### src/rtl/sdm3_pkg.sv
`timescale 1ns/1ps
package sdm3_pkg;

    localparam int LVL_W   = 5;
    localparam int LVL_MAX = (1 << LVL_W) - 1;
    localparam int LVL_MID = 1 << (LVL_W - 1);

    typedef logic [LVL_W-1:0] level_t;

    // Map a floor-divided quantizer index to a clipped level code.
    function automatic level_t clip_level(input logic signed [63:0] idx);
        logic signed [63:0] k;
        k = idx + 64'(LVL_MID);
        if (k > 64'(LVL_MAX))
            return level_t'(LVL_MAX);
        else if (k < 64'sd0)
            return '0;
        else
            return level_t'(k);
    endfunction

endpackage

### src/rtl/sdm3_lfsr.sv
`timescale 1ns/1ps
module sdm3_lfsr #(
    parameter int             W    = 35,
    parameter int             TAP  = 33,
    parameter logic [W-1:0]   SEED = 1
) (
    input  logic         clk,
    input  logic         rst,
    input  logic         en,
    output logic [W-1:0] state
);

    logic fb;

    always_comb fb = state[W-1] ^ state[TAP-1];

    always_ff @(posedge clk) begin
        if (rst)
            state <= SEED;
        else if (en)
            state <= {state[W-2:0], fb};
    end

endmodule

### src/rtl/sdm3_integ.sv
`timescale 1ns/1ps
module sdm3_integ #(
    parameter int W = 20
) (
    input  logic                clk,
    input  logic                rst,
    input  logic                en,
    input  logic signed [W-1:0] din,
    output logic signed [W-1:0] acc
);

    localparam logic signed [W-1:0] MAXV = {1'b0, {(W-1){1'b1}}};
    localparam logic signed [W-1:0] MINV = {1'b1, {(W-1){1'b0}}};

    logic signed [W:0]   sum;
    logic signed [W-1:0] nxt;

    always_comb begin
        sum = {acc[W-1], acc} + {din[W-1], din};
        if (sum[W] != sum[W-1])
            nxt = sum[W] ? MINV : MAXV;
        else
            nxt = sum[W-1:0];
    end

    always_ff @(posedge clk) begin
        if (rst)
            acc <= '0;
        else if (en)
            acc <= nxt;
    end

endmodule

### src/rtl/sdm3_mod.sv
`timescale 1ns/1ps
module sdm3_mod
    import sdm3_pkg::*;
#(
    parameter int                 IN_W      = 16,
    parameter int                 LFSR_W    = 35,
    parameter int                 LFSR_TAP  = 33,
    parameter logic [LFSR_W-1:0]  LFSR_SEED = 1,
    parameter int                 DITH_W    = 3
) (
    input  logic                   clk,
    input  logic                   rst,
    input  logic                   in_valid,
    input  logic signed [IN_W-1:0] in_sample,
    input  logic                   dither_en,
    output logic [LVL_W-1:0]       out_level
);

    localparam int STEP_LOG = IN_W - LVL_W;
    localparam int IW       = IN_W + 4;
    localparam int WW       = IW + 4;
    localparam int DSH      = STEP_LOG - 1 - DITH_W;
    localparam int NSTG     = 3;

    logic [LFSR_W-1:0]     lfsr_q;
    logic signed [WW-1:0]  dith;
    logic signed [IW-1:0]  feed [NSTG];
    logic signed [IW-1:0]  acc  [NSTG];
    logic signed [WW-1:0]  wsum;
    logic signed [WW-1:0]  widx;
    level_t                qlev;
    logic signed [IW-1:0]  yval;

    sdm3_lfsr #(
        .W    (LFSR_W),
        .TAP  (LFSR_TAP),
        .SEED (LFSR_SEED)
    ) u_lfsr (
        .clk   (clk),
        .rst   (rst),
        .en    (in_valid),
        .state (lfsr_q)
    );

    // Dither: low register bits placed just under half an output step.
    always_comb begin
        dith = '0;
        if (dither_en)
            dith[DSH +: DITH_W] = lfsr_q[DITH_W-1:0];
    end

    // Integrator chain: stage 0 integrates input minus output, each later
    // stage integrates the previous stage's state.
    always_comb begin
        feed[0] = IW'(in_sample) - yval;
        for (int k = 1; k < NSTG; k++)
            feed[k] = acc[k-1];
    end

    for (genvar g = 0; g < NSTG; g++) begin : g_stage
        sdm3_integ #(.W(IW)) u_integ (
            .clk (clk),
            .rst (rst),
            .en  (in_valid),
            .din (feed[g]),
            .acc (acc[g])
        );
    end

    // Feed-forward sum with gains 3, 3, 1, direct input path and dither.
    always_comb begin
        wsum = WW'(in_sample)
             + (WW'(acc[0]) <<< 1) + WW'(acc[0])
             + (WW'(acc[1]) <<< 1) + WW'(acc[1])
             + WW'(acc[2])
             + dith;
        widx = wsum >>> STEP_LOG;
        qlev = clip_level(64'(widx));
        yval = (IW'($signed({1'b0, qlev})) - IW'(LVL_MID)) <<< STEP_LOG;
    end

    always_ff @(posedge clk) begin
        if (rst)
            out_level <= level_t'(LVL_MID);
        else if (in_valid)
            out_level <= qlev;
    end

endmodule

### config.mk
export PLATFORM = sky130hd
export DESIGN_NAME = sdm3_mod
export DESIGN_NICKNAME = d
export VERILOG_FILES = /design/src/rtl/sdm3_pkg.sv /design/src/rtl/sdm3_lfsr.sv /design/src/rtl/sdm3_integ.sv /design/src/rtl/sdm3_mod.sv
export SDC_FILE = /design/constraint.sdc
export NUM_CORES = 1
export LEC_CHECK = 0
export BUFFER_PORTS_ARGS = -buffer_cell sky130_fd_sc_hd__buf_2
export CAP_MARGIN = 20
export CELL_PAD_IN_SITES_DETAIL_PLACEMENT = 0
export CELL_PAD_IN_SITES_GLOBAL_PLACEMENT = 2
export CORE_ASPECT_RATIO = 0.6
export CORE_MARGIN = 10
export CORE_UTILIZATION = 37
export CTS_CLUSTER_DIAMETER = 200
export DETAILED_ROUTE_END_ITERATION = 7
export PLACE_DENSITY = 0.75
export SKIP_LAST_GASP = 1
export SYNTH_ARGS = -nofsm -noshare
export SYNTH_HDL_FRONTEND = slang
export SYNTH_SLANG_ARGS = --single-unit
export TNS_END_PERCENT = 1
### constraint.sdc
create_clock -name clk -period 7.34 [get_ports clk]
set_clock_uncertainty 0.1 [all_clocks]
set_input_delay 0 -clock clk [delete_from_list [all_inputs] [get_ports clk]]
set_output_delay 0 -clock clk [all_outputs]
set_load 0.02 [all_outputs]
-- Word level (Yosys, flattened, before mapping)
Index checks and enable logic that the tools add are counted.
- output and inout port bits: 5
- logic and storage cells: 32
- flip-flop bits (word level): 100
- input bits: 20
- magnitude comparators: 2
- add/subtract/negate cells: 12
- mux-type cells: 9
- bitwise logic cells: 1
- eq/ne operators: 3
- operator list (kind ; number):
    20-bit two-way mux ; 6
    24-bit by 20-bit adder with 24-bit output ; 2
    20-bit by 20-bit adder with 21-bit output ; 2
    23-bit by 21-bit adder with 24-bit output ; 1
    24-bit by 11-bit adder with 24-bit output ; 1
    22-bit by 20-bit adder with 23-bit output ; 1
    16-bit by 21-bit adder with 22-bit output ; 1
    20-bit by 18-bit adder with 21-bit output ; 1
    16-bit by 17-bit subtractor with 18-bit output ; 1
    13-bit by 6-bit adder with 14-bit output (second input constant) ; 1
    14-bit by 6-bit > comparator with 1-bit output (second input constant) ; 1
    14-bit by 1-bit less-than comparator with 1-bit output (second input constant) ; 1
    5-bit two-way mux ; 2
    5-bit by 5-bit subtractor with 6-bit output (second input constant) ; 1
    3-bit two-way mux ; 1
    1-bit inequality test ; 3
    1-bit XOR ; 1

-- Longest topological paths before layout
Gate-level depths: netlist of run 1.
- depth after elaboration: 15
- depth in mapped cells: 34
- depth with buffers taken out: 33

-- Hierarchy
A second synthesis of run 1 with hierarchy kept.
- cells, all modules: 1287
- area total of the unflattened synthesis: 11393.4 µm²
- modules (own cells, without submodules) (module ; area an instance (µm²) ; cells an instance ; instances):
    sdm3_integ at g_stage[1].u_integ ... ; 2024.4 ; 243 ; 2
    sdm3_mod ; 4043.9 ; 446 ; 1
    sdm3_integ at g_stage[0].u_integ ; 2019.4 ; 240 ; 1
    sdm3_lfsr ; 1281.2 ; 115 ; 1

-- Worst setup path after synthesis of run 1
Ideal clock, no wire load.
- path type: reg2reg
- start: register g_stage[0].u_integ.acc[6]
- end: register g_stage[0].u_integ.acc[2]
- slack: -0.629 ns
- data required time: 7.099 ns
- cell stages (with the launch flop): 33
- arrival: 7.728 ns
- buffers on the path: 1
- clock period less this slack: 7.969 ns
- cell sequence: dfxtp_1 > inv_1 > fa_1 > inv_1 > fa_1 > inv_1 > fa_1 > fa_1 > inv_1 > ha_1 > and4_1 > nand2_1 > or3_4 > nand2_4 > a21oi_1 > xnor2_1 > ha_1 > or3_1 > a222oi_1 > nand4_2 > o21a_1 > fa_1 > inv_1 > ha_1 > and2_1 > a22oi_1 > a21boi_1 > o41ai_2 > nor3b_1 > a211oi_1 > buf_2 > maj3_1 > a211oi_1
- word-level cells in the longest chain between the ends: 15
- elaborated cells between the ends (all ways): 17
- those cells by class: add/sub (10); order compare (2); eq/ne (1); mux (4)
- RTL lines (element ; RTL line ; source):
    from (decl) ; sdm3_integ.sv:9 ; output logic signed [W-1:0] acc
    from (signal assigned) ; sdm3_integ.sv:30 ; acc <= nxt;
    16-bit by 21-bit adder with 22-bit output ; sdm3_mod.sv:73 ; + (WW'(acc[0]) <<< 1) + WW'(acc[0])
    22-bit by 20-bit adder with 23-bit output * ; sdm3_mod.sv:73 ;
    23-bit by 21-bit adder with 24-bit output * ; sdm3_mod.sv:74 ; + (WW'(acc[1]) <<< 1) + WW'(acc[1])
    24-bit by 20-bit adder with 24-bit output * ; sdm3_mod.sv:74 ;
    24-bit by 20-bit adder with 24-bit output * ; sdm3_mod.sv:75 ; + WW'(acc[2])
    24-bit by 11-bit adder with 24-bit output * ; sdm3_mod.sv:76 ; + dith;
    13-bit by 6-bit adder with 14-bit output * ; sdm3_pkg.sv:13 ; k = idx + 64'(LVL_MID);
    14-bit by 1-bit less-than comparator with 1-bit output ; sdm3_pkg.sv:16 ; else if (k < 64'sd0)
    5-bit two-way mux ; sdm3_pkg.sv:16 ;
    5-bit two-way mux * ; sdm3_pkg.sv:14 ; if (k > 64'(LVL_MAX))
    named net qlev[0] ; sdm3_mod.sv:31 ; level_t qlev;
    5-bit by 5-bit subtractor with 6-bit output * ; sdm3_mod.sv:79 ; yval = (IW'($signed({1'b0, qlev})) - IW'(LVL_MID)) <<< STEP_LOG;
    16-bit by 17-bit subtractor with 18-bit output * ; sdm3_mod.sv:55 ; feed[0] = IW'(in_sample) - yval;
    20-bit by 18-bit adder with 21-bit output * ; sdm3_integ.sv:19 ; sum = {acc[W-1], acc} + {din[W-1], din};
    20-bit two-way mux / 1-bit inequality test (equally long branches) ; sdm3_integ.sv:21, sdm3_integ.sv:20 ;
    20-bit two-way mux * ; sdm3_integ.sv:20 ; if (sum[W] != sum[W-1])
Mark *: on every way through the listed nets, which the timed path passes. The rest lies on a longest branch.
A chain may end at the register's enable or synchronous reset.

-- Final worst setup path of run 1
- start: register g_stage[0].u_integ.acc[3]
- end: register g_stage[0].u_integ.acc[12]
- word-level cells in the longest chain between the ends: 15
- elaborated cells between the ends (all ways): 17
- those cells by class: add/sub (10); order compare (2); eq/ne (1); mux (4)
- RTL lines (element ; RTL line):
    16-bit by 21-bit adder with 22-bit output ; sdm3_mod.sv:73
    22-bit by 20-bit adder with 23-bit output ; sdm3_mod.sv:73
    23-bit by 21-bit adder with 24-bit output ; sdm3_mod.sv:74
    24-bit by 20-bit adder with 24-bit output ; sdm3_mod.sv:74
    24-bit by 20-bit adder with 24-bit output ; sdm3_mod.sv:75
    24-bit by 11-bit adder with 24-bit output ; sdm3_mod.sv:76
    13-bit by 6-bit adder with 14-bit output ; sdm3_pkg.sv:13
    14-bit by 1-bit less-than comparator with 1-bit output ; sdm3_pkg.sv:16
    5-bit two-way mux ; sdm3_pkg.sv:16
    5-bit two-way mux ; sdm3_pkg.sv:14
    5-bit by 5-bit subtractor with 6-bit output ; sdm3_mod.sv:79
    16-bit by 17-bit subtractor with 18-bit output ; sdm3_mod.sv:55
    20-bit by 18-bit adder with 21-bit output * ; sdm3_integ.sv:19
    20-bit two-way mux / 1-bit inequality test (equally long branches) ; sdm3_integ.sv:21, sdm3_integ.sv:20
    20-bit two-way mux * ; sdm3_integ.sv:20
Mark *: on every way between the ends. The rest lies on a longest branch, timed or not.

==> metrics.cfg, run 1 <==
[run_status]
status = finished with violations
violations = setup timing

[synthesis]
synth_cell_types = 89
synth-seq-cells = 100
async_flop_share_pct = 0
yosysWarnings = 0
syn_area_sq_mm = 0.0110
synth_ff_type = dfxtp_1
synth_cells = 1245
syn_avg_cell_area_sq_um = 8.80
synth_edf_count = 0
syn-num-nets = 1471
synth-seq-area-share_pct = 18.3

[detailed_routing]
firstDrtPassIters = 6
vias_per_cell = 4.92
drtIter0Drc = 646
wl_um = 31100
drc = 0
wl_per_cell_um = 16.6
vias = 9233
antenna_left = 0

[timing]
whs_ns = 0.0231
grt_setup_unrepaired = yes
max_freq_mhz = 122
period_minus_slack_ns = 8.20
finalCritPeriodShare_pct = 112
setup_violations = 20
worstMarginPinSlew_ns = 0.933
max_slew_margin_pct = 37.8
slew_viol_final = 0
timing.final.ws_setup_ns = -0.864
final-hold-violation-count = 0

[floorplanning]
fp.dieW_um = 242
rows = 48
ios = 25
dieArea_sq_mm = 0.0371
core_sq_mm = 0.0289
die_y_um = 153
initial_core_util_pct = 37.9

[finish]
final_nets = 1696
num_antenna_cells = 0
area_delta_synth_final_pct = 26.0
final_common_cell = buf_4
most-common-layout-cells = 227 x buf_4, 188 x inv_1, 127 x nor2_1
instances_no_fill = 1875
layout-drive-gt1-share_pct = 26.4

[setup_path]
cpPeakStageDelay_ns = 0.52
rr_worst_depth = 35
endpoint_kind = register
cp_max_fo = 10
cp_slowest_cell = fa_1
worst-setup-path-type = register to register
start_kind = register
arrival_ns = 8.39
startpoint = g_stage[0].u_integ.acc[3]
r2r_start = g_stage[0].u_integ.acc[3]
worstPathRequired_ns = 7.53

[global_routing]
grt_pass1_vias = 8677
grt-ovfl-total = 0
antenna_found_initial = 0
grt.total_usage_pct = 16.5
grt_start_max_net_pins = 75
grt_pass1_wl_um = 49200

[clock_network]
cts_tree = yes
cts-root-buf = clkbuf_16
clk_latency_ns = 0.37
htree_levels = 3
cts.sinks = 100
clk_pin_slew_ns = 0.08
clockBufferDepth = 2
cts_buffers = 9

[placement]
place_congestion = 0.890
pre_cts_ws_ns = -1.50
placed_cells = 1832
portBuffers = 24
hpwl_um = 24900

[min_path]
min-delay-start = rst
worst_hold_path_type = primary input to register
hold_depth = 2

[flow_run]
maxCapViolCount = 0

## cell usage after synthesis (3+ instances only)
| cell type | number | area (sq um) |
|---|---|---|
| o21a_1 | 17 | 128 |
| fa_1 | 94 | 1880 |
| and2_1 | 4 | 25.0 |
| nor3_1 | 15 | 75.1 |
| a311oi_1 | 12 | 105 |
| o21ai_0 | 46 | 230 |
| buf_1 | 5 | 18.8 |
| a21o_1 | 12 | 90.1 |
| o21bai_1 | 10 | 75.1 |
| xor2_1 | 26 | 228 |
| ha_1 | 112 | 1400 |
| mux2i_1 | 35 | 350 |
| clkbuf_1 | 27 | 101 |
| a21boi_0 | 3 | 22.5 |
| o211ai_1 | 3 | 22.5 |
| and3_1 | 8 | 50.1 |
| dfxtp_1 | 100 | 2000 |
| nor3b_1 | 5 | 37.5 |
| or3_1 | 12 | 75.1 |
| nand2_1 | 57 | 214 |
| a211o_1 | 5 | 43.8 |
| xnor2_1 | 37 | 324 |
| a31oi_1 | 10 | 62.6 |
| maj3_2 | 12 | 135 |
| a21oi_1 | 57 | 285 |
| maj3_1 | 21 | 210 |
| nor2b_1 | 7 | 43.8 |
| and4_1 | 3 | 26.3 |
| o31ai_1 | 8 | 60.1 |
| o21ai_1 | 12 | 60.1 |
| a221oi_1 | 5 | 43.8 |
| inv_1 | 194 | 728 |
| nand3b_1 | 5 | 37.5 |
| or2_2 | 4 | 25.0 |
| o2111ai_1 | 4 | 35.0 |
| nand2b_1 | 8 | 50.1 |
| nor2_1 | 129 | 484 |
| buf_2 | 7 | 35.0 |
| a211oi_1 | 33 | 248 |
| a211oi_2 | 12 | 150 |
| nand3_1 | 16 | 80.1 |
## cell families (layout without fill, tap and decap cells)
| kind of cell | Yosys count | count (layout) | share of synthesized area, % |
|---|---|---|---|
| xor+xnor | 65 | 65 | 5.44 |
| buf+inv | 236 | 466 | 8.34 |
| simple gates | 289 | 289 | 12.7 |
| mux | 37 | 37 | 3.46 |
| fa+ha+maj | 239 | 239 | 33.1 |
| compound gates | 279 | 279 | 18.6 |
| flops | 100 | 100 | 18.3 |
## state kept, by name, indices dropped and copies added, names as in the netlist
register and cells:
g_stage.u_integ.acc 60, out_level 5, u_lfsr.state 35
## final timing paths
check | endpoint | slack, ns
max reg2reg | g_stage[0].u_integ.acc[12] | -0.86
min reg2reg | u_lfsr.state[3] | 0.40
max | g_stage[0].u_integ.acc[12] | -0.86
min | u_lfsr.state[1] | 0.02
## timing repair
item / CTS / global route
setup buffers: 21 / 5
setup endpoints to repair: 20 / 20
pin swaps: 13 / 23
hold buffers: 0 / 0
gates resized for setup: 11 / 21
gates cloned: 1 / 0
## metal layers
metal / global-route usage (%) / wire length, um / up-vias
met1: 28.2 / 18600 / 4361
met2: 20.0 / 10800 / 159
met5: 0 / 0 / -
li1: - / - / 4701
met4: 2.42 / 182 / 0
met3: 2.75 / 1470 / 12
## per-stage QoR
stage | area (sq um) | util (%) | setup TNS [ns]
CTS | 13700 | 47.2 | -17.43
global placement | 13100 | 45.4 | -23.35
floorplan | 11100 | - | -9.89
global route | 13800 | 47.7 | -24.88
detailed placement | 13100 | 45.4 | -24.81
finish | 13800 | 47.7 | -16.71
## final cells by class
type,instances,area [sq um]
clock buffer,10,229
fill,2861,15100
tap,400,500
timing repair buffer,256,1950
clock inverter,6,53.8
inverter,194,728
multi-input combinational,909,8330
sequential,100,2010
## worst max-delay path: cells and delay by family, from the launching register on
family / cells / cell delay [ns]
and+or+nand+nor: 5 / 1.21
DFF: 1 / 0.34
buffers and inverters: 12 / 1.39
AOI/OAI and AO/OA: 10 / 2.10
adders and majority gates: 8 / 2.99
Power of run 1 is left out: the tool's default activity adds up to more than one toggle a clock period on the data nets, which glitch-free logic cannot reach.
==> run 2: changes to the inputs <==
==> constraint.sdc (replaced) <==
create_clock -name clk -period 7.34 [get_ports clk]
set_clock_uncertainty 0.1 [all_clocks]
set_input_delay 0.734 -clock clk [delete_from_list [all_inputs] [get_ports clk]]
set_output_delay 0.734 -clock clk [all_outputs]
set_load 0.02 [all_outputs]
==> run 2 against run 1 <==
Critical endpoint is now g_stage[0].u_integ.acc[7]. Global-route usage down 0.33 points. Sequential cell count stayed put. Setup slack worse by 0.24 ns. Sequential share of layout area up 0.087 points. Highest routed layer unchanged. The run still ends with setup timing left.
==> metrics.cfg, run 2 (synthesis results as in run 1) <==
[setup_path]
worst-setup-path-type = primary input to register
start_kind = primary input
cp_slowest_cell = fa_1
startpoint = in_sample[10]
r2r_start = g_stage[1].u_integ.acc[7]
arrival_ns = 8.55  ; +0.16 ns
r2r_slack_ns = -1.09  ; -0.23 ns
cp_max_fo = 5  ; -5
worstPathRequired_ns = 7.44  ; -0.09 ns
crit_top_cell = fa_1
endpoint = g_stage[0].u_integ.acc[7]
cpPeakStageDelay_ns = 0.56  ; +0.04 ns
rr_worst_depth = 35  ; unchanged
r2r_end = g_stage[0].u_integ.acc[7]
endpoint_kind = register

[detailed_routing]
vias_per_cell = 4.85  ; -1.5%
met3_length_um = 1450  ; -1.8%
vias = 9030  ; -2.2%
met2WireLength_um = 10500  ; -2.2%
firstDrtPassIters = 5  ; -1
drtIter0Drc = 616  ; -4.6%
drc = 0  ; unchanged
antenna_left = 0  ; unchanged
wl_um = 30200  ; -2.7%
highest_layer = met4
wl_per_cell_um = 16.2  ; -2.1%
wl_met1_um = 18100  ; -3.1%

[global_routing]
grt_pass1_vias = 8470  ; -2.4%
antenna_found_initial = 0  ; unchanged
grt_start_max_net_pins = 74  ; -1.3%
grt-ovfl-total = 0  ; unchanged
grt.total_usage_pct = 16.2  ; -0.33 points
grt_pass1_wl_um = 48100  ; -2.3%

[timing]
grt_setup_unrepaired = yes
setup_total_negative_slack_ns = -21.26  ; -4.55 ns
final-hold-violation-count = 0  ; unchanged
slew_viol_final = 0  ; unchanged
max_freq_mhz = 118  ; -2.9%
max_slew_margin_pct = 26.8  ; -11 points
setup_violations = 20  ; unchanged
period_minus_slack_ns = 8.45  ; +0.245 ns
timing.final.ws_setup_ns = -1.11  ; -0.245 ns
finalCritPeriodShare_pct = 115  ; +3.3 points
worstMarginPinSlew_ns = 1.10  ; +0.165 ns

[finish]
area_delta_synth_final_pct = 25.0
finalInstanceArea_sq_mm = 0.0137  ; -0.78%
top_regs = g_stage.u_integ.acc (60), u_lfsr.state (35), out_level (5)
instances_no_fill = 1862  ; -0.69%
most-common-layout-cells = 216 x buf_4, 185 x inv_1, 127 x nor2_1
final_common_cell = buf_4
largest_reg_flops = 60  ; unchanged
num_antenna_cells = 0  ; unchanged
final_nets = 1684  ; -0.71%
layout-drive-gt1-share_pct = 24.6  ; -1.8 points
top_register = g_stage.u_integ.acc

[placement]
dpl-instance-area_sq_mm = 0.0131  ; -0.30%
place_congestion = 0.903  ; +1.4%
hpwl_um = 24800  ; -0.74%
pre_cts_ws_ns = -1.50  ; -0.00303 ns
portBuffers = 24  ; unchanged
placed_cells = 1839  ; +0.38%

[clock_network]
cts_tree = yes
clockBufferDepth = 2  ; unchanged
cts.sinks = 100  ; unchanged
cts_buffers = 9  ; unchanged
clk_latency_ns = 0.37  ; about the same
htree_levels = 3  ; unchanged
clk_pin_slew_ns = 0.07  ; about the same
cts-root-buf = clkbuf_16

[run_status]
violations = setup timing
status = finished with violations

[floorplanning]
dieArea_sq_mm = 0.0371  ; unchanged
fp.dieW_um = 242  ; unchanged
core_sq_mm = 0.0289  ; unchanged
initial_core_util_pct = 37.9  ; unchanged
ios = 25  ; unchanged
rows = 48  ; unchanged
die_y_um = 153  ; unchanged

[flow_run]
maxCapViolCount = 0  ; unchanged

[min_path]
worst_hold_path_type = register to register

-- run 2: cell types whose count changed in the layout (fill, tap and decap cells not counted), moves of 3 or more --
cell,previous run,this run
maj3_1,12,21
dfxtp_2,8,2
inv_2,6,9
maj3_2,21,12
o21ai_1,15,11
inv_1,188,185
buf_4,227,216
o21ai_2,1,4
dfxtp_1,92,97
a211oi_2,22,16
a211oi_1,21,28
-- run 2: how the worst min path moves through the flow --
stage / start / endpoint / slack, ns / cells past startpoint
floorplan: u_lfsr.state[10] / u_lfsr.state[10] / 0.36 / 2
global placement: u_lfsr.state[12] / u_lfsr.state[12] / 0.37 / 2
detailed placement: u_lfsr.state[6] / u_lfsr.state[6] / 0.38 / 2
CTS: u_lfsr.state[14] / u_lfsr.state[15] / 0.40 / 2
global route: u_lfsr.state[11] / u_lfsr.state[11] / 0.42 / 2
finish: u_lfsr.state[4] / u_lfsr.state[4] / 0.40 / 2
-- run 2: layer usage --
| metal | global-route usage, % | vias up |
|---|---|---|
| li1 | - | 4675 |
| met2 | 19.2 | 141 |
| met3 | 2.94 | 7 |
| met5 | 0 | - |
| met1 | 27.8 | 4207 |
| met4 | 2.59 | 0 |
-- run 2: stage by stage --
stage / hold WS, ns / util (%)
after detailed placement: 0.384 / 45.2
after CTS: 0.400 / 46.4
final: 0.396 / 47.3
after floorplan: 0.360 / -
after global routing: 0.420 / 47.3
after global placement: 0.374 / 45.2
-- run 2: cell type report --
class	count	area, sq um
Inverter	194	728
Tap cell	400	500
Multi-Input combinational cell	909	8300
Fill cell	2835	15200
Timing Repair Buffer	244	1850
Clock inverter	5	85.1
Sequential cell	100	2010
Clock buffer	10	229
-- run 2: repair_timing --
action | in CTS | in global routing
setup endpoints to repair | 20 | 20
cloned | 0 | 2
pin swaps | 5 | 37
setup buffers | 2 | 4
gates resized for setup | 5 | 46
hold buffers | 0 | 0
-- run 2: worst max-delay path: cells and delay by family --
family / cells / cell delay, ns
AND/OR/NAND/NOR: 9 / 1.73
XOR/XNOR: 1 / 0.17
buffers and inverters: 9 / 1.02
AO/OA/AOI/OAI: 8 / 1.87
adder cells (fa/ha/maj): 7 / 3.00
Power of run 2 is left out for the same reason.
